[config.mk]
export PLATFORM = sky130hd
export DESIGN_NAME = hb_interlock_ctrl
export DESIGN_NICKNAME = d
export VERILOG_FILES = /design/src/rtl/hb_pkg.sv /design/src/rtl/hb_ovp_filter.sv /design/src/rtl/hb_deadtime_seq.sv /design/src/rtl/hb_interlock_ctrl.sv
export SDC_FILE = /design/constraint.sdc
export NUM_CORES = 1
export LEC_CHECK = 0
export BUFFER_PORTS_ARGS = -buffer_cell sky130_fd_sc_hd__clkbuf_2
export CAP_MARGIN = 10
export CORE_MARGIN = 2
export CORE_UTILIZATION = 54
export DETAILED_ROUTE_END_ITERATION = 16
export GPL_ROUTABILITY_DRIVEN = 1
export PLACE_DENSITY = 0.82
export SLEW_MARGIN = 30
export SYNTH_ARGS = -nofsm -noshare
export SYNTH_HDL_FRONTEND = slang
export SYNTH_SLANG_ARGS = --single-unit
[constraint.sdc]
create_clock -name clk -period 0.8 [get_ports clk]
set_input_delay 0.16 -clock clk [delete_from_list [all_inputs] [get_ports clk]]
set_output_delay 0.16 -clock clk [all_outputs]
set_load 0.02 [all_outputs]
[src/rtl/hb_pkg.sv]
`timescale 1ns/1ps
package hb_pkg;
  typedef enum logic [2:0] {
    ST_OFF,
    ST_LS_WAIT,
    ST_LS_ON,
    ST_HS_DLY,
    ST_HS_ON,
    ST_OVP
  } hb_state_e;
endpackage

[src/rtl/hb_ovp_filter.sv]
`timescale 1ns/1ps
module hb_ovp_filter #(
  parameter int FILT_CYC = 12
) (
  input  logic clk,
  input  logic rst_n,
  input  logic flag_i,
  output logic active_o
);
  localparam int CW = $clog2(FILT_CYC + 1);
  localparam logic [CW-1:0] FILT_V = CW'(FILT_CYC);

  logic [CW-1:0] run_q, run_d;
  logic          run_en;
  logic          lat_q, lat_d;

  // Consecutive-high run length, saturating at the window length.
  always_comb begin
    run_en = 1'b1;
    run_d  = run_q;
    if (!flag_i) begin
      run_d = '0;
    end else if (run_q == FILT_V) begin
      run_en = 1'b0;
    end else begin
      run_d = run_q + 1'b1;
    end
  end

  // The latch sets once the run has outlasted the window, and clears as soon as the flag is low.
  always_comb begin
    lat_d = flag_i & (lat_q | (run_q == FILT_V));
  end

  always_ff @(posedge clk or negedge rst_n) begin
    if (!rst_n) begin
      run_q <= '0;
      lat_q <= 1'b0;
    end else begin
      if (run_en) run_q <= run_d;
      lat_q <= lat_d;
    end
  end

  assign active_o = lat_q & flag_i;
endmodule

[src/rtl/hb_deadtime_seq.sv]
`timescale 1ns/1ps
module hb_deadtime_seq
  import hb_pkg::*;
#(
  parameter int DLY_CYC = 5
) (
  input  logic clk,
  input  logic rst_n,
  input  logic pwm_i,
  input  logic phase_low_i,
  input  logic sync_i,
  input  logic run_ok_i,
  input  logic ovp_i,
  output logic hs_o,
  output logic ls_o
);
  localparam int DW = $clog2(DLY_CYC + 1);
  localparam logic [DW-1:0] LAST_V = DW'(DLY_CYC - 1);

  hb_state_e     st_q, st_d;
  logic [DW-1:0] cnt_q, cnt_d;
  logic          cnt_en;
  logic          hs_q, hs_d, ls_q, ls_d;

  always_comb begin
    st_d   = st_q;
    cnt_d  = '0;
    cnt_en = 1'b1;
    if (!run_ok_i) begin
      st_d = ST_OFF;
    end else if (ovp_i) begin
      st_d = ST_OVP;
    end else begin
      unique case (st_q)
        ST_OVP: st_d = ST_OFF;
        ST_OFF: begin
          if (pwm_i)       st_d = ST_HS_DLY;
          else if (sync_i) st_d = ST_LS_WAIT;
        end
        ST_LS_WAIT: begin
          if (pwm_i)            st_d = ST_HS_DLY;
          else if (!sync_i)     st_d = ST_OFF;
          else if (phase_low_i) st_d = ST_LS_ON;
        end
        ST_LS_ON: begin
          if (pwm_i)        st_d = ST_HS_DLY;
          else if (!sync_i) st_d = ST_LS_WAIT;
        end
        ST_HS_DLY: begin
          if (!pwm_i) begin
            st_d = sync_i ? ST_LS_WAIT : ST_OFF;
          end else if (cnt_q == LAST_V) begin
            st_d = ST_HS_ON;
          end else begin
            cnt_d = cnt_q + 1'b1;
          end
        end
        ST_HS_ON: begin
          if (!pwm_i) st_d = sync_i ? ST_LS_WAIT : ST_OFF;
        end
        default: st_d = ST_OFF;
      endcase
    end
    if (cnt_d == cnt_q) cnt_en = 1'b0;
  end

  always_comb begin
    hs_d = (st_d == ST_HS_ON);
    ls_d = sync_i & ((st_d == ST_LS_ON) | (st_d == ST_OVP));
  end

  always_ff @(posedge clk or negedge rst_n) begin
    if (!rst_n) begin
      st_q  <= ST_OFF;
      cnt_q <= '0;
      hs_q  <= 1'b0;
      ls_q  <= 1'b0;
    end else begin
      st_q <= st_d;
      if (cnt_en) cnt_q <= cnt_d;
      hs_q <= hs_d;
      ls_q <= ls_d;
    end
  end

  assign hs_o = hs_q;
  assign ls_o = ls_q;
endmodule

[src/rtl/hb_interlock_ctrl.sv]
`timescale 1ns/1ps
module hb_interlock_ctrl #(
  parameter int BASE_CYC     = 3,
  parameter int EXTRA_CYC    = 2,
  parameter int OVP_FILT_CYC = 12
) (
  input  logic clk,
  input  logic rst_n,
  input  logic pwm_i,
  input  logic phase_low_i,
  input  logic sync_mode_i,
  input  logic drv_en_i,
  input  logic ovp_flag_i,
  input  logic otemp_i,
  output logic hs_gate_o,
  output logic ls_gate_o,
  output logic ls_mirror_o
);
  localparam int HS_DLY = BASE_CYC + EXTRA_CYC;

  logic rst_meta_q, rst_sync_n;
  logic ovp_act;
  logic run_ok;
  logic ls_int;

  always_ff @(posedge clk or negedge rst_n) begin
    if (!rst_n) begin
      rst_meta_q <= 1'b0;
      rst_sync_n <= 1'b0;
    end else begin
      rst_meta_q <= 1'b1;
      rst_sync_n <= rst_meta_q;
    end
  end

  assign run_ok = drv_en_i & ~otemp_i;

  hb_ovp_filter #(.FILT_CYC(OVP_FILT_CYC)) ovp_filt_i (
    .clk      (clk),
    .rst_n    (rst_sync_n),
    .flag_i   (ovp_flag_i),
    .active_o (ovp_act)
  );

  hb_deadtime_seq #(.DLY_CYC(HS_DLY)) seq_i (
    .clk         (clk),
    .rst_n       (rst_sync_n),
    .pwm_i       (pwm_i),
    .phase_low_i (phase_low_i),
    .sync_i      (sync_mode_i),
    .run_ok_i    (run_ok),
    .ovp_i       (ovp_act),
    .hs_o        (hs_gate_o),
    .ls_o        (ls_int)
  );

  assign ls_gate_o   = ls_int;
  assign ls_mirror_o = ls_int & sync_mode_i;
endmodule

* Word level (Yosys, flattened, before mapping)
Index checks and enable logic that the tools add are counted.
** Cells by class
- $add $sub $neg :: 2
- Eq/ne operators :: 11
- Multiplexer cells :: 23
- Bitwise gates (word level) :: 8
- Reduce and logical (&&, ||, !) cells :: 2
** Operators by type and width (number)
- 3-bit 2-to-1 mux :: 17
- 3-bit one-hot mux with 5 select lines :: 1
- 3-bit equality test, second input constant :: 4
- 3-bit by 2-bit equality test with 1-bit output, second input constant :: 3
- 4-bit 2-to-1 mux :: 2
- 1-bit bitwise AND :: 5
- 4-bit by 1-bit adder with 4-bit output, second input constant :: 1
- 4-bit equality test, second input constant :: 1
- 3-bit by 1-bit adder with 3-bit output, second input constant :: 1
- 3-bit by 1-bit equality test with 1-bit output, second input constant :: 1
- 3-bit equality test :: 1
- 3-bit zero test :: 1
- 1-bit 2-to-1 mux :: 3
- 2-bit != test, second input constant :: 1
- 1-bit bitwise OR :: 2
- 2-bit AND reduction :: 1
- 1-bit NOT :: 1
** Storage, ports and cells
- Register bits after elaboration :: 15
- Input port bits :: 8
- Output and inout bits :: 3
- Logic and storage cells :: 54

* Logic depth before layout (Yosys ltp)
Gate-level depths: netlist of the first run.
- Depth in word-level cells :: 9
- Depth in mapped cells :: 7
- Mapped depth without buffers :: 7

* Cells and area by module
Synthesis of the first run repeated with hierarchy kept, for this count alone.
** Second synthesis, totals
- Cell total of the unflattened synthesis :: 77
- Area, all modules :: 785.8 um^2
** Modules (own cells, without submodules)
- hb_deadtime_seq :: instances 1, cells each 47, area an instance 451.7 um^2, seq. area each 200.2 um^2
- hb_ovp_filter :: instances 1, cells each 25, area an instance 260.2 um^2, seq. area each 125.1 um^2
- hb_interlock_ctrl :: instances 1, cells each 5, area an instance 73.8 um^2, seq. area each 50.0 um^2

* Worst setup path before layout of the first run
OpenSTA, ideal clock, no wires.
- Kind :: register -> register
- Start point :: register seq_i.st_q[0]
- End point :: register seq_i.ls_q (netlist: seq_i.ls_o)
- Library setup time :: 0.120 ns
- Arrival :: 1.268 ns
- Required time :: 0.680 ns
- Slack :: -0.589 ns
- Stages on the path, launching flop included :: 7
- Path buffers :: 1
- Clock period less this slack :: 1.389 ns
- Cells stage by stage :: dfrtp_1 -> buf_6 -> xnor2_1 -> a221oi_2 -> o41ai_4 -> nand2_1 -> o211a_1
** On the way
- Cells in the longest elaborated chain, start to end :: 9
- Elaborated cells on any way between the ends :: 22
- Classes of those cells :: 6 x eq/ne; 13 x mux; 2 x bitwise; 1 x reduce/logical
** RTL lines
- from (decl) :: line hb_deadtime_seq.sv:20 : hb_state_e st_q, st_d;
- from (signal assigned) :: line hb_deadtime_seq.sv:79 : st_q <= st_d;
- 3-bit 2-to-1 mux :: line hb_deadtime_seq.sv:43 : else if (phase_low_i) st_d = ST_LS_ON;
- 3-bit 2-to-1 mux :: line hb_deadtime_seq.sv:42 : else if (!sync_i) st_d = ST_OFF;
- 3-bit 2-to-1 mux :: line hb_deadtime_seq.sv:41 : if (pwm_i) st_d = ST_HS_DLY;
- 3-bit one-hot mux with 5 select lines (*) :: line hb_deadtime_seq.sv:34 : unique case (st_q)
- 3-bit 2-to-1 mux (*) :: line hb_deadtime_seq.sv:31 : end else if (ovp_i) begin
- 3-bit 2-to-1 mux (*) :: line hb_deadtime_seq.sv:29 : if (!run_ok_i) begin
- net seq_i.st_d[0] :: line hb_deadtime_seq.sv:20
- 3-bit by 2-bit equality test with 1-bit output or 3-bit equality test (tied branches) :: line hb_deadtime_seq.sv:69 : ls_d = sync_i & ((st_d == ST_LS_ON) | (st_d == ST_OVP));
- 1-bit bitwise OR (*) :: line hb_deadtime_seq.sv:69
- 1-bit bitwise AND (*) :: line hb_deadtime_seq.sv:69
- net seq_i.ls_d :: line hb_deadtime_seq.sv:23 : logic hs_q, hs_d, ls_q, ls_d;
- to (signal assigned) :: line hb_deadtime_seq.sv:82 : ls_q <= ls_d;
- to (decl) :: line hb_deadtime_seq.sv:23
The timed path passes the listed nets; every way through them passes the cells marked *.
A chain may end at the register's enable or synchronous reset.

* Worst setup path after layout of the first run
- Start point :: register seq_i.cnt_q[0]
- End point :: register seq_i.hs_q (netlist: seq_i.hs_o)
** On the way
- Cells in the longest elaborated chain, start to end :: 7
** RTL lines
- from (decl) :: line hb_deadtime_seq.sv:21 : logic [DW-1:0] cnt_q, cnt_d;
- from (signal assigned) :: line hb_deadtime_seq.sv:80 : if (cnt_en) cnt_q <= cnt_d;
- 3-bit equality test :: line hb_deadtime_seq.sv:52 : end else if (cnt_q == LAST_V) begin
- 3-bit 2-to-1 mux :: line hb_deadtime_seq.sv:52
- 3-bit 2-to-1 mux :: line hb_deadtime_seq.sv:50 : if (!pwm_i) begin
- 3-bit one-hot mux with 5 select lines :: line hb_deadtime_seq.sv:34
- 3-bit 2-to-1 mux :: line hb_deadtime_seq.sv:31
- 3-bit 2-to-1 mux :: line hb_deadtime_seq.sv:29
- 3-bit equality test :: line hb_deadtime_seq.sv:68 : hs_d = (st_d == ST_HS_ON);
- net seq_i.hs_d :: line hb_deadtime_seq.sv:23
- to (signal assigned) :: line hb_deadtime_seq.sv:81 : hs_q <= hs_d;
- to (decl) :: line hb_deadtime_seq.sv:23
The timed path passes the listed nets, and every way through them passes these cells.

==> results of run 1 <==
[cells by family (layout without fill, tap and decap cells)]
logic type | Yosys count | in the layout | synth area share, %
other cells | 1 | 1 | 0.465
simple gates | 28 | 28 | 20.8
buf+inv | 10 | 49 | 5.59
flops | 15 | 15 | 46.6
mux | 1 | 1 | 1.24
compound gates | 16 | 16 | 16.9
fa+ha+maj | 4 | 4 | 6.21
xor+xnor | 2 | 2 | 2.17
[where the power goes]
part           internal, W  leakage (nW)  total [W]  switching [W]
combinational     0.000200         0.389   0.000400       0.000201
clock             0.000187        0.0177   0.000485       0.000298
sequential        0.000786         0.198   0.000830      0.0000436
total              0.00117         0.604    0.00172       0.000542
[layer usage]
layer	global-route usage (%)	share of wire, %	vias to the layer above
met1	33.6	35	411
li1	-	-	345
met2	48.5	50	71
met4	13.8	7.8	0
met5	0	0	-
met3	2.16	7.4	32
[stage by stage]
stage / instance area (sq um) / hold WS (ns)
3_3_place_gp: 1070 / -0.0549
4_1_cts: 1210 / 0.0220
3_5_place_dp: 1070 / -0.0512
5_1_grt: 1300 / 0.0392
6_report: 1300 / 0.0246
2_1_floorplan: 868 / -0.136
[sequential cells by signal (all words and copies together), names as in the netlist]
register          count
seq_i.hs_o            1
rst_sync_n            1
rst_meta_q            1
seq_i.ls_o            1
ovp_filt_i.lat_q      1
seq_i.cnt_q           3
ovp_filt_i.run_q      4
seq_i.st_q            3
[placed cells by master (no fill, tap or decap), drive strengths merged, types with 2 or more instances in the layout]
cell / instances
nand3: 2
nor2b: 2
buf: 28
and2: 4
inv: 9
o21ai: 3
nor2: 6
clkbuf: 10
nand2b: 2
xnor2: 2
nor3: 4
ha: 4
dfrtp: 15
nand2: 4
a21oi: 3
[timing repair]
action / 4_1_cts / 5_1_grt
gates resized for setup: 18 / 18
buffers inserted: 4 / 3
endpoints found under the setup margin: 16 / 16
endpoints found under the hold margin: 2 / 0
pin swaps: 8 / 12
hold buffers: 1 / 0
[final cells by class]
cell class / instances / area share, %
Multi-Input combinational cell: 52 / 42.1
Sequential cell: 15 / 29.2
Timing Repair Buffer: 36 / 22.6
Inverter: 9 / 2.61
Clock buffer: 3 / 1.74
Tap cell: 15 / 1.45
Clock inverter: 1 / 0.386
[synthesized netlist by cell type (all sizes together), types with 2 or more instances]
| cell type | instances | area, sq um |
|---|---|---|
| xnor2 | 2 | 17.5 |
| nor2 | 6 | 22.5 |
| nor3 | 4 | 20.0 |
| nor2b | 2 | 12.5 |
| and2 | 4 | 26.3 |
| nand2b | 2 | 20.0 |
| a21oi | 3 | 15.0 |
| nand2 | 4 | 17.5 |
| ha | 4 | 50.1 |
| dfrtp | 15 | 375 |
| inv | 9 | 33.8 |
| o21ai | 3 | 15.0 |
| nand3 | 2 | 10.0 |
[worst max-delay path by stage]
stage	start	end	slack [ns]	depth (start not counted)
floorplan	seq_i.st_q[0]	seq_i.ls_o	-0.57	6
global placement	seq_i.st_q[0]	seq_i.ls_o	-0.63	6
detailed placement	seq_i.st_q[0]	seq_i.ls_o	-0.65	6
CTS	seq_i.st_q[0]	seq_i.ls_o	-0.61	5
global route	seq_i.cnt_q[1]	seq_i.ls_o	-0.84	7
finish	seq_i.cnt_q[0]	seq_i.hs_o	-0.79	8
==> flow_results.xml, run 1 <==
<?xml version="1.0" encoding="UTF-8"?>
<metrics>
  <group name="status">
    <metric name="status" unit="">complete, but fails checks</metric>
    <metric name="violated_checks" unit="">setup timing</metric>
  </group>
  <group name="routing">
    <metric name="number_of_remaining_drc_errors" unit="">0</metric>
    <metric name="wl_per_cell" unit="microns">23.6</metric>
    <metric name="route.final.wire_length" unit="microns">3090</metric>
    <metric name="1st_iter_drt_viols" unit="">33</metric>
    <metric name="number_of_vias_per_cell_after_detailed_routing" unit="">6.56</metric>
    <metric name="ant_nets" unit="">0</metric>
    <metric name="drt_pass1_iterations" unit="">4</metric>
    <metric name="dr_total_vias" unit="">859</metric>
  </group>
  <group name="power">
    <metric name="power_density_cells" unit="nW/um^2">1320</metric>
    <metric name="leakage" unit="nW">0.604</metric>
    <metric name="peakVddDrop" unit="mV">1.21</metric>
    <metric name="p_total" unit="W">0.00172</metric>
  </group>
  <group name="die">
    <metric name="i_o_pin_count" unit="">11</metric>
    <metric name="floorplan.initialDensity" unit="%">59.7</metric>
    <metric name="floorplan.core_area" unit="sq um">1350</metric>
    <metric name="die_area" unit="sq um">1820</metric>
    <metric name="placement_rows" unit="">13</metric>
    <metric name="die_width" unit="microns">42.6</metric>
    <metric name="fp.dieH" unit="microns">42.6</metric>
  </group>
  <group name="cells_and_area">
    <metric name="area_growth" unit="%">60.9</metric>
    <metric name="stdcell_count" unit="">131</metric>
    <metric name="multi_input_comb_area" unit="sq um">546</metric>
    <metric name="layout.area.seq" unit="sq um">378</metric>
    <metric name="layout.core_utilization" unit="%">96.0</metric>
    <metric name="antennaDiodeCount" unit="">0</metric>
    <metric name="layout-drive-gt1-share" unit="%">62.9</metric>
    <metric name="filler_cell_count" unit="">32</metric>
    <metric name="nets" unit="">129</metric>
  </group>
  <group name="yosys">
    <metric name="synthesized_area" unit="sq um">806</metric>
    <metric name="yosysUniqueCellTypes" unit="">33</metric>
    <metric name="postSynthAreaPerCell" unit="sq um">10.5</metric>
    <metric name="post_synthesis_sequential_element_count" unit="">15</metric>
    <metric name="total_of_warnings_raised_by_yosys" unit="">0</metric>
    <metric name="synth-edff-count" unit="">0</metric>
    <metric name="synth_async_sr_flop_share" unit="%">100</metric>
    <metric name="synthesis.instances" unit="">77</metric>
    <metric name="postSynth.topFlopCell" unit="">sky130_fd_sc_hd__dfrtp_1</metric>
    <metric name="yosysSeqAreaShare" unit="%">46.6</metric>
    <metric name="syn-num-nets" unit="">89</metric>
  </group>
  <group name="worst_setup_path">
    <metric name="gate_family_responsible_for_the_most_delay_along_the_worst_path" unit="">simple AND/OR/NAND/NOR gates</metric>
    <metric name="criticalPathCategory" unit="">flip-flop to flip-flop</metric>
    <metric name="reg2reg_from" unit="">seq_i.cnt_q[0]</metric>
    <metric name="r2r_end" unit="">seq_i.hs_o</metric>
    <metric name="critPathLaunchType" unit="">flip-flop</metric>
    <metric name="critical_path_required" unit="ns">1.00</metric>
    <metric name="setup.worst_path.end_class" unit="">flip-flop</metric>
    <metric name="critPathBufInv" unit="">3</metric>
    <metric name="critPathMaxFanout" unit="">3</metric>
    <metric name="cp_slowest_cell" unit="">sky130_fd_sc_hd__dfrtp_1</metric>
    <metric name="r2r.worst_path.cells" unit="">8</metric>
    <metric name="cell_by_cell_listing_of_the_critical_path" unit="">inv_1, ha_2, nand2_4, buf_6, nor3_4, a311oi_2, buf_4, nor3_1</metric>
    <metric name="r2r_slack" unit="ns">-0.79</metric>
    <metric name="cp.arrival" unit="ns">1.80</metric>
    <metric name="critical-path-max-stage-delay" unit="ns">0.41</metric>
  </group>
  <group name="cts">
    <metric name="max-clock-path-buffers" unit="">2</metric>
    <metric name="clkSinkCount" unit="">15</metric>
    <metric name="tritoncts.num_buffers" unit="">3</metric>
    <metric name="clkSlewWorstSetupHoldPaths" unit="ns">0.11</metric>
    <metric name="insertion_delay" unit="ns">0.31</metric>
    <metric name="clock_tree_from_tritoncts" unit="">yes</metric>
    <metric name="h-tree-depth" unit="">1</metric>
    <metric name="cts_root_buf" unit="">sky130_fd_sc_hd__clkbuf_4</metric>
  </group>
  <group name="placement">
    <metric name="hpwl" unit="microns">1280</metric>
    <metric name="port-buffer-count" unit="">10</metric>
    <metric name="dpl_worst_slack" unit="ns">-0.650</metric>
    <metric name="gp_routability_congestion" unit="">0.794</metric>
    <metric name="placed_cells" unit="">120</metric>
  </group>
  <group name="timing">
    <metric name="unrepaired_setup_endpoints_after_global_routing" unit="">true</metric>
    <metric name="timing.final.setup_violations" unit="">16</metric>
    <metric name="report.final.hold_viol_count" unit="">0</metric>
    <metric name="worst_clock_skew" unit="ns">0.00823</metric>
    <metric name="post-route-min-period" unit="ns">1.59</metric>
    <metric name="final_max_slew_viol_count" unit="">0</metric>
    <metric name="setup-tns-final" unit="ns">-8.04</metric>
    <metric name="achievable-frequency" unit="MHz">628</metric>
    <metric name="worst_slack" unit="ns">-0.792</metric>
    <metric name="period_share" unit="%">199</metric>
  </group>
  <group name="flow_run">
    <metric name="timing.max_cap.violations" unit="">0</metric>
  </group>
  <group name="global_route">
    <metric name="grt_max_degree" unit="">13</metric>
    <metric name="grt_antenna_before_repair" unit="">0</metric>
    <metric name="first_global_vias" unit="">745</metric>
    <metric name="grt_overflow" unit="">0</metric>
    <metric name="grt_first_pass_wirelength" unit="microns">3590</metric>
    <metric name="gr_util_all_layers" unit="%">27.7</metric>
  </group>
  <group name="worst_hold_path">
    <metric name="holdCritPathClass" unit="">flip-flop to asynchronous set/reset pin</metric>
  </group>
</metrics>
(Power assumes the default switching activity.)
==> run 2: changes to the inputs <==
--- a/config.mk
+++ b/config.mk
@@ -5,13 +5,15 @@
 export SDC_FILE = /design/constraint.sdc
 export NUM_CORES = 1
 export LEC_CHECK = 0
+export ABC_AREA = 1
 export BUFFER_PORTS_ARGS = -buffer_cell sky130_fd_sc_hd__clkbuf_2
 export CAP_MARGIN = 10
 export CORE_MARGIN = 2
-export CORE_UTILIZATION = 54
+export CORE_UTILIZATION = 42
 export DETAILED_ROUTE_END_ITERATION = 16
 export GPL_ROUTABILITY_DRIVEN = 1
-export PLACE_DENSITY = 0.82
+export PLACE_DENSITY = 0.67
+export RECOVER_POWER = 25
 export SLEW_MARGIN = 30
 export SYNTH_ARGS = -nofsm -noshare
 export SYNTH_HDL_FRONTEND = slang
==> run 2 against run 1 <==
Against the previous run: the flow still finishes with violations (setup timing); combinational power decreased by 28%; sequential power decreased by 2%; power decreased by 11%; register-to-register slack improved by 0.27 ns; clock power decreased by 12%; sequential cell count unchanged; clock skew increased by 0.0051 ns; routed wire length decreased by 42%; die area increased by 28%; critical path depth increased by 2; largest cell class unchanged; highest routed layer unchanged.
==> flow_results.xml, run 2 <==
<?xml version="1.0" encoding="UTF-8"?>
<metrics>
  <group name="status">
    <metric name="status" unit="">complete, but fails checks</metric>
    <metric name="violated_checks" unit="">setup timing</metric>
  </group>
  <group name="global_route">
    <metric name="grt_antenna_before_repair" unit="">0</metric>
    <metric name="gr_util_all_layers" unit="%">16.8</metric>
    <metric name="grt_overflow" unit="">0</metric>
    <metric name="grt_max_degree" unit="">10</metric>
    <metric name="first_global_vias" unit="">810</metric>
    <metric name="grt_first_pass_wirelength" unit="microns">3210</metric>
  </group>
  <group name="yosys">
    <metric name="synth_async_sr_flop_share" unit="%">100</metric>
    <metric name="syn-num-nets" unit="">118</metric>
    <metric name="postSynthAreaPerCell" unit="sq um">7.78</metric>
    <metric name="yosys.area.top_type_share" unit="%">45.5</metric>
    <metric name="commonest_cells_post_synth" unit="">26 x sky130_fd_sc_hd__nand2_1, 17 x sky130_fd_sc_hd__inv_1, 15 x sky130_fd_sc_hd__dfrtp_1</metric>
    <metric name="total_of_warnings_raised_by_yosys" unit="">0</metric>
    <metric name="postSynth.topFlopCell" unit="">sky130_fd_sc_hd__dfrtp_1</metric>
    <metric name="synth.most_common_cell" unit="">sky130_fd_sc_hd__nand2_1</metric>
    <metric name="synth-edff-count" unit="">0</metric>
    <metric name="synthesized_area" unit="sq um">825</metric>
    <metric name="post_synthesis_sequential_element_count" unit="">15</metric>
    <metric name="yosysSeqAreaShare" unit="%">45.5</metric>
    <metric name="synth_top_cell_by_area" unit="">sky130_fd_sc_hd__dfrtp_1</metric>
    <metric name="synthesis.instances" unit="">106</metric>
    <metric name="synth_area_leaders" unit="">sky130_fd_sc_hd__dfrtp_1 46%, sky130_fd_sc_hd__nand2_1 12%, sky130_fd_sc_hd__inv_1 7.7%, sky130_fd_sc_hd__nor2_1 6.4%, sky130_fd_sc_hd__ha_1 6.1%</metric>
    <metric name="yosysUniqueCellTypes" unit="">22</metric>
  </group>
  <group name="placement">
    <metric name="hpwl" unit="microns">1340</metric>
    <metric name="dpl_worst_slack" unit="ns">-0.523</metric>
    <metric name="placed_cells" unit="">161</metric>
    <metric name="port-buffer-count" unit="">10</metric>
    <metric name="gp_routability_congestion" unit="">0.915</metric>
  </group>
  <group name="timing">
    <metric name="final_max_slew_viol_count" unit="">0</metric>
    <metric name="post-route-min-period" unit="ns">1.32</metric>
    <metric name="worst_slack" unit="ns">-0.525</metric>
    <metric name="timing.final.setup_violations" unit="">16</metric>
    <metric name="worst_clock_skew" unit="ns">0.0134</metric>
    <metric name="period_share" unit="%">166</metric>
    <metric name="report.final.hold_viol_count" unit="">0</metric>
    <metric name="unrepaired_setup_endpoints_after_global_routing" unit="">true</metric>
    <metric name="achievable-frequency" unit="MHz">755</metric>
  </group>
  <group name="cells_and_area">
    <metric name="nets" unit="">156</metric>
    <metric name="stdcell_count" unit="">170</metric>
    <metric name="layout.area.seq" unit="sq um">379</metric>
    <metric name="multi_input_comb_area" unit="sq um">483</metric>
    <metric name="reg.largest.list" unit="">ovp_filt_i.run_q x4, seq_i.cnt_q x3, seq_i.st_q x3</metric>
    <metric name="max_reg_flops" unit="">4</metric>
    <metric name="largest-register" unit="">ovp_filt_i.run_q</metric>
    <metric name="mostFrequentLayoutCell" unit="">sky130_fd_sc_hd__buf_4</metric>
    <metric name="area_growth" unit="%">51.0</metric>
    <metric name="layout-drive-gt1-share" unit="%">51.0</metric>
    <metric name="antennaDiodeCount" unit="">0</metric>
    <metric name="filler_cell_count" unit="">160</metric>
    <metric name="most-common-layout-cells" unit="">20 x sky130_fd_sc_hd__buf_4, 19 x sky130_fd_sc_hd__nand2_1, 12 x sky130_fd_sc_hd__dfrtp_1, 11 x sky130_fd_sc_hd__nor2_1, 10 x sky130_fd_sc_hd__inv_1</metric>
  </group>
  <group name="worst_hold_path">
    <metric name="holdCritPathClass" unit="">flip-flop to asynchronous set/reset pin</metric>
  </group>
  <group name="worst_setup_path">
    <metric name="cell_by_cell_listing_of_the_critical_path" unit="">inv_2, ha_4, nand2_4, nor2_4, a21oi_2, nand2_1, nand2_2, nand2_2, nor2_2, nor2_1</metric>
    <metric name="criticalPathCategory" unit="">flip-flop to flip-flop</metric>
    <metric name="critPathLaunchType" unit="">flip-flop</metric>
    <metric name="reg2reg_from" unit="">seq_i.cnt_q[1]</metric>
    <metric name="critical-path-max-stage-delay" unit="ns">0.37</metric>
    <metric name="path_common_cell" unit="">sky130_fd_sc_hd__nand2_2</metric>
    <metric name="cp_slowest_cell" unit="">sky130_fd_sc_hd__dfrtp_1</metric>
    <metric name="cp.arrival" unit="ns">1.49</metric>
    <metric name="critPathMaxFanout" unit="">3</metric>
    <metric name="setup.worst_path.end_class" unit="">flip-flop</metric>
    <metric name="startpoint" unit="">seq_i.cnt_q[1]</metric>
    <metric name="critical_path_required" unit="ns">0.97</metric>
  </group>
  <group name="power">
    <metric name="power_density_cells" unit="nW/um^2">1230</metric>
    <metric name="peakVddDrop" unit="mV">1.11</metric>
    <metric name="leakage" unit="nW">0.671</metric>
  </group>
  <group name="die">
    <metric name="die_width" unit="microns">48.3</metric>
    <metric name="floorplan.core_area" unit="sq um">1900</metric>
    <metric name="die_area" unit="sq um">2330</metric>
    <metric name="i_o_pin_count" unit="">11</metric>
    <metric name="floorplan.initialDensity" unit="%">43.4</metric>
    <metric name="placement_rows" unit="">16</metric>
    <metric name="fp.dieH" unit="microns">48.3</metric>
  </group>
  <group name="routing">
    <metric name="drt_pass1_iterations" unit="">4</metric>
    <metric name="route.final.wire_length" unit="microns">1800</metric>
    <metric name="dr_total_vias" unit="">772</metric>
    <metric name="number_of_remaining_drc_errors" unit="">0</metric>
    <metric name="wl_per_cell" unit="microns">10.6</metric>
    <metric name="number_of_vias_per_cell_after_detailed_routing" unit="">4.54</metric>
    <metric name="ant_nets" unit="">0</metric>
    <metric name="1st_iter_drt_viols" unit="">9</metric>
  </group>
  <group name="cts">
    <metric name="tritoncts.num_buffers" unit="">3</metric>
    <metric name="h-tree-depth" unit="">1</metric>
    <metric name="clkSinkCount" unit="">15</metric>
    <metric name="max-clock-path-buffers" unit="">2</metric>
    <metric name="clkSlewWorstSetupHoldPaths" unit="ns">0.10</metric>
    <metric name="cts_root_buf" unit="">sky130_fd_sc_hd__clkbuf_4</metric>
    <metric name="clock_tree_from_tritoncts" unit="">yes</metric>
    <metric name="insertion_delay" unit="ns">0.28</metric>
  </group>
  <group name="flow_run">
    <metric name="timing.max_cap.violations" unit="">0</metric>
  </group>
</metrics>
run 2: changes by cell type after synthesis, moves of 3 or more:
cell	delta
sky130_fd_sc_hd__nand3_1	+6
sky130_fd_sc_hd__and2_1	-3
sky130_fd_sc_hd__nor2_1	+8
sky130_fd_sc_hd__nand2_1	+23
sky130_fd_sc_hd__inv_1	+8
run 2: final cells by class:
| cell class | count | area share [%] |
|---|---|---|
| Clock buffer | 4 | 2.11 |
| Inverter | 18 | 5.43 |
| Multi-Input combinational cell | 73 | 38.8 |
| Sequential cell | 15 | 30.5 |
| Tap cell | 27 | 2.71 |
| Timing Repair Buffer | 33 | 20.5 |
run 2: what timing repair did:
item	CTS	global route
hold endpoints to repair	2	0
gates resized for setup	12	28
setup buffers	4	2
hold buffers	1	0
pin swaps	11	10
setup endpoints to repair	16	16
run 2: where the power goes:
part | switching (W) | internal [W] | total [W] | leakage [nW]
sequential | 0.0000299 | 0.000785 | 0.000815 | 0.196
clock | 0.000234 | 0.000193 | 0.000427 | 0.0150
combinational | 0.000151 | 0.000135 | 0.000286 | 0.460
total | 0.000415 | 0.00111 | 0.00153 | 0.671
run 2: worst max-delay path, delay by kind of cell (launching register included):
family | cells | cell delay (ns)
adder cells (fa/ha/maj) | 1 | 0.16
buffers and inverters | 1 | 0.05
flip-flops | 1 | 0.37
AND/OR/NAND/NOR | 7 | 0.53
AO/OA/AOI/OAI | 1 | 0.10
run 2: per-stage QoR:
| step | instance area [sq um] | TNS (ns) | hold WS (ns) | total power (W) | utilization, % |
|---|---|---|---|---|---|
| after floorplan | 853 | -3.03 | -0.136 | 0.000959 | - |
| after global placement | 1070 | -4.35 | -0.0546 | 0.00106 | 56.4 |
| after detailed placement | 1070 | -4.63 | -0.0529 | 0.00106 | 56.4 |
| after CTS | 1160 | -5.38 | 0.0799 | 0.00151 | 61.2 |
| after global routing | 1240 | -6.43 | 0.103 | 0.00161 | 65.5 |
| final | 1240 | -5.41 | 0.0665 | 0.00153 | 65.5 |
run 2: worst paths after layout:
check | to | slack, ns | cells after the start
max | seq_i.hs_o | -0.52 | 10
min | ovp_filt_i.run_q[3] | 0.07 | 0
max reg2reg | seq_i.hs_o | -0.52 | 10
min reg2reg | ovp_filt_i.run_q[3] | 0.07 | 0
max in group asynchronous | seq_i.st_q[0] | 0.32 | 1
min in group clk | seq_i.cnt_q[1] | 0.23 | 4
run 2: kinds of logic after synthesis:
logic type,count (synthesis),synth area share [%]
AO/OA/AOI/OAI,7,4.70
XOR/XNOR,2,2.12
adder cells (fa/ha/maj),4,6.07
buffers and inverters,18,8.19
flip-flops,15,45.5
other,1,0.455
AND/OR/NAND/NOR,59,32.9
run 2: per-layer routing:
metal	track usage, %	vias up	wire [microns]	share of wire (%)
li1	-	401	-	-
met1	21.9	360	811	45
met3	3.09	2	53	2.9
met2	30.3	9	911	51
met5	0	-	0	0
met4	1.43	0	21	1.2
==> run 3: changes to the inputs <==
--- a/config.mk
+++ b/config.mk
@@ -9,10 +9,10 @@
 export BUFFER_PORTS_ARGS = -buffer_cell sky130_fd_sc_hd__clkbuf_2
 export CAP_MARGIN = 10
 export CORE_MARGIN = 2
-export CORE_UTILIZATION = 42
+export CORE_UTILIZATION = 49
 export DETAILED_ROUTE_END_ITERATION = 16
 export GPL_ROUTABILITY_DRIVEN = 1
-export PLACE_DENSITY = 0.67
+export PLACE_DENSITY = 0.78
 export RECOVER_POWER = 25
 export SLEW_MARGIN = 30
 export SYNTH_ARGS = -nofsm -noshare
==> constraint.sdc (replaced) <==
create_clock -name clk -period 1.1 [get_ports clk]
set_input_delay 0.22 -clock clk [delete_from_list [all_inputs] [get_ports clk]]
set_output_delay 0.22 -clock clk [all_outputs]
set_load 0.02 [all_outputs]
==> run 3 against run 2 <==
Against the previous run: the run still ends with setup timing left; worst setup slack improved by 0.28 ns; core utilization rose by 12 points; sequential cell count stayed put; non-clock buffer count fell by 2; clock skew down 0.0082 ns; register-to-register slack improved by 0.28 ns; global-route usage grew 3.8 points; final area decreased by 4.0%; highest routed layer unchanged.
==> flow_results.xml, run 3 (synthesis gave the netlist of run 2 again) <==
<?xml version="1.0" encoding="UTF-8"?>
<metrics>
  <group name="worst_setup_path">
    <metric name="critPathLaunchType" unit="">flip-flop</metric>
    <metric name="cp_slowest_cell" unit="">sky130_fd_sc_hd__dfrtp_1</metric>
    <metric name="cp.arrival" unit="ns">1.55</metric>
    <metric name="criticalPathCategory" unit="">flip-flop to flip-flop</metric>
    <metric name="setup.worst_path.end_class" unit="">flip-flop</metric>
    <metric name="critical_path_required" unit="ns">1.30</metric>
    <metric name="cell_by_cell_listing_of_the_critical_path" unit="">inv_2, ha_4, nand2_4, nor2_4, a21oi_2, nand2_1, nand2_2, nand2_2, nor2_2, nor2_1</metric>
    <metric name="critical-path-max-stage-delay" unit="ns">0.39</metric>
    <metric name="gate_family_responsible_for_the_most_delay_along_the_worst_path" unit="">simple AND/OR/NAND/NOR gates</metric>
    <metric name="critPathBufInv" unit="">1</metric>
    <metric name="path_common_cell" unit="">sky130_fd_sc_hd__nand2_2</metric>
    <metric name="critPathMaxFanout" unit="">3</metric>
  </group>
  <group name="cells_and_area">
    <metric name="most-common-layout-cells" unit="">20 x sky130_fd_sc_hd__nand2_1, 19 x sky130_fd_sc_hd__buf_4, 12 x sky130_fd_sc_hd__dfrtp_1, 11 x sky130_fd_sc_hd__inv_1, 10 x sky130_fd_sc_hd__nor2_1</metric>
    <metric name="nets" unit="">154</metric>
    <metric name="mostFrequentLayoutCell" unit="">sky130_fd_sc_hd__nand2_1</metric>
    <metric name="largest-register" unit="">ovp_filt_i.run_q</metric>
    <metric name="layout-drive-gt1-share" unit="%">49.6</metric>
    <metric name="max_reg_flops" unit="">4</metric>
    <metric name="design_area" unit="sq um">1190</metric>
    <metric name="antennaDiodeCount" unit="">0</metric>
    <metric name="area_growth" unit="%">44.9</metric>
    <metric name="stdcell_count" unit="">157</metric>
    <metric name="reg.largest.list" unit="">ovp_filt_i.run_q x4, seq_i.cnt_q x3, seq_i.st_q x3</metric>
  </group>
  <group name="routing">
    <metric name="number_of_vias_per_cell_after_detailed_routing" unit="">5.21</metric>
    <metric name="drt_pass1_iterations" unit="">4</metric>
    <metric name="wl_per_cell" unit="microns">13.8</metric>
    <metric name="1st_iter_drt_viols" unit="">9</metric>
    <metric name="ant_nets" unit="">0</metric>
    <metric name="number_of_remaining_drc_errors" unit="">0</metric>
    <metric name="route.final.wire_length" unit="microns">2170</metric>
    <metric name="dr_total_vias" unit="">818</metric>
  </group>
  <group name="placement">
    <metric name="hpwl" unit="microns">1220</metric>
    <metric name="dpl-instance-area" unit="sq um">1000</metric>
    <metric name="port-buffer-count" unit="">10</metric>
    <metric name="placed_cells" unit="">145</metric>
    <metric name="dpl_worst_slack" unit="ns">-0.217</metric>
    <metric name="gp_routability_congestion" unit="">0.803</metric>
  </group>
  <group name="die">
    <metric name="die_width" unit="microns">45.0</metric>
    <metric name="fp.dieH" unit="microns">45.0</metric>
    <metric name="i_o_pin_count" unit="">11</metric>
    <metric name="floorplan.initialDensity" unit="%">53.5</metric>
    <metric name="die_area" unit="sq um">2030</metric>
    <metric name="floorplan.core_area" unit="sq um">1540</metric>
    <metric name="placement_rows" unit="">14</metric>
  </group>
  <group name="timing">
    <metric name="worst_clock_skew" unit="ns">0.00516</metric>
    <metric name="unrepaired_setup_endpoints_after_global_routing" unit="">true</metric>
    <metric name="timing.final.setup_violations" unit="">13</metric>
    <metric name="period_share" unit="%">123</metric>
    <metric name="worst_slew_pin_slew" unit="ns">0.512</metric>
    <metric name="final_max_slew_viol_count" unit="">0</metric>
    <metric name="report.final.hold_viol_count" unit="">0</metric>
    <metric name="max-slew-margin-rel" unit="%">65.9</metric>
    <metric name="post-route-min-period" unit="ns">1.35</metric>
    <metric name="achievable-frequency" unit="MHz">742</metric>
    <metric name="worst_slack" unit="ns">-0.248</metric>
  </group>
  <group name="flow_run">
    <metric name="timing.max_cap.violations" unit="">0</metric>
  </group>
  <group name="worst_hold_path">
    <metric name="holdCritPathClass" unit="">flip-flop to asynchronous set/reset pin</metric>
  </group>
  <group name="global_route">
    <metric name="gr_util_all_layers" unit="%">20.7</metric>
    <metric name="grt_antenna_before_repair" unit="">0</metric>
    <metric name="first_global_vias" unit="">774</metric>
    <metric name="grt_overflow" unit="">0</metric>
    <metric name="grt_first_pass_wirelength" unit="microns">2930</metric>
    <metric name="grt_max_degree" unit="">14</metric>
  </group>
  <group name="cts">
    <metric name="tritoncts.num_buffers" unit="">3</metric>
    <metric name="cts_root_buf" unit="">sky130_fd_sc_hd__clkbuf_4</metric>
    <metric name="clkSinkCount" unit="">15</metric>
    <metric name="h-tree-depth" unit="">1</metric>
    <metric name="insertion_delay" unit="ns">0.30</metric>
    <metric name="clkSlewWorstSetupHoldPaths" unit="ns">0.10</metric>
    <metric name="max-clock-path-buffers" unit="">2</metric>
    <metric name="clock_tree_from_tritoncts" unit="">yes</metric>
  </group>
  <group name="status">
    <metric name="violated_checks" unit="">setup timing</metric>
    <metric name="status" unit="">complete, but fails checks</metric>
  </group>
  <group name="power">
    <metric name="power_density_cells" unit="nW/um^2">971</metric>
    <metric name="peakVddDrop" unit="mV">1.00</metric>
    <metric name="leakage" unit="nW">0.649</metric>
  </group>
</metrics>
run 3: layout make-up:
type	instances	area, sq um
multi-input combinational	73	479
sequential	15	379
fill	101	347
timing repair buffer	31	221
inverter	18	67.6
clock buffer	3	22.5
tap	16	20.0
clock inverter	1	5.00
run 3: path summary, 6_finish.rpt:
check                                from          endpoint  slack [ns]  cells past startpoint
min in group clk              sync_mode_i        seq_i.ls_o        0.27                      4
hold reg to reg                rst_sync_n  ovp_filt_i.lat_q        0.21                      0
hold / removal                 rst_sync_n  ovp_filt_i.lat_q        0.21                      0
setup / recovery           seq_i.cnt_q[0]        seq_i.hs_o       -0.25                     10
setup reg to reg           seq_i.cnt_q[0]        seq_i.hs_o       -0.25                     10
max in group asynchronous      rst_sync_n     seq_i.st_q[2]        0.52                      0
run 3: timing repair:
action | in CTS | in global routing
buffers inserted | 3 | 4
endpoints found under the setup margin | 10 | 13
pin swaps | 14 | 7
endpoints found under the hold margin | 2 | 0
resized for setup | 12 | 24
hold buffers | 1 | 0
run 3: worst register-to-register path: stages (launching register included):
cell and delay (ns):
sky130_fd_sc_hd__dfrtp_1 0.39, sky130_fd_sc_hd__inv_2 0.06, sky130_fd_sc_hd__ha_4 0.16, sky130_fd_sc_hd__nand2_4 0.08, sky130_fd_sc_hd__nor2_4 0.04, sky130_fd_sc_hd__a21oi_2 0.14
sky130_fd_sc_hd__nand2_1 0.08, sky130_fd_sc_hd__nand2_2 0.10, sky130_fd_sc_hd__nand2_2 0.08, sky130_fd_sc_hd__nor2_2 0.08, sky130_fd_sc_hd__nor2_1 0.04
run 3: through the flow:
| step | hold WS (ns) | util [%] | setup TNS (ns) | power [W] |
|---|---|---|---|---|
| finish | 0.208 | 77.5 | -1.79 | 0.00116 |
| global route | 0.248 | 77.5 | -2.59 | 0.00120 |
| CTS | 0.217 | 70.9 | -1.20 | 0.00111 |
| detailed placement | 0.00942 | 64.9 | -0.938 | 0.000759 |
| global placement | 0.00519 | 64.9 | -0.602 | 0.000753 |
| floorplan | -0.0756 | - | -0.235 | 0.000692 |
run 3: routing by layer:
| metal | routed length, microns | GRT usage [%] | vias up |
|---|---|---|---|
| met2 | 1150 | 39.7 | 15 |
| met1 | 896 | 21.2 | 399 |
| met3 | 48 | 2.40 | 6 |
| met4 | 71 | 11.2 | 0 |
| li1 | - | - | 398 |
| met5 | 0 | 0 | - |
run 3: where the power goes:
part | leakage [nW] | switching, W | internal (W)
sequential | 0.196 | 0.0000273 | 0.000571
clock | 0.0177 | 0.000209 | 0.000136
combinational | 0.436 | 0.000114 | 0.000104
total | 0.649 | 0.000350 | 0.000811
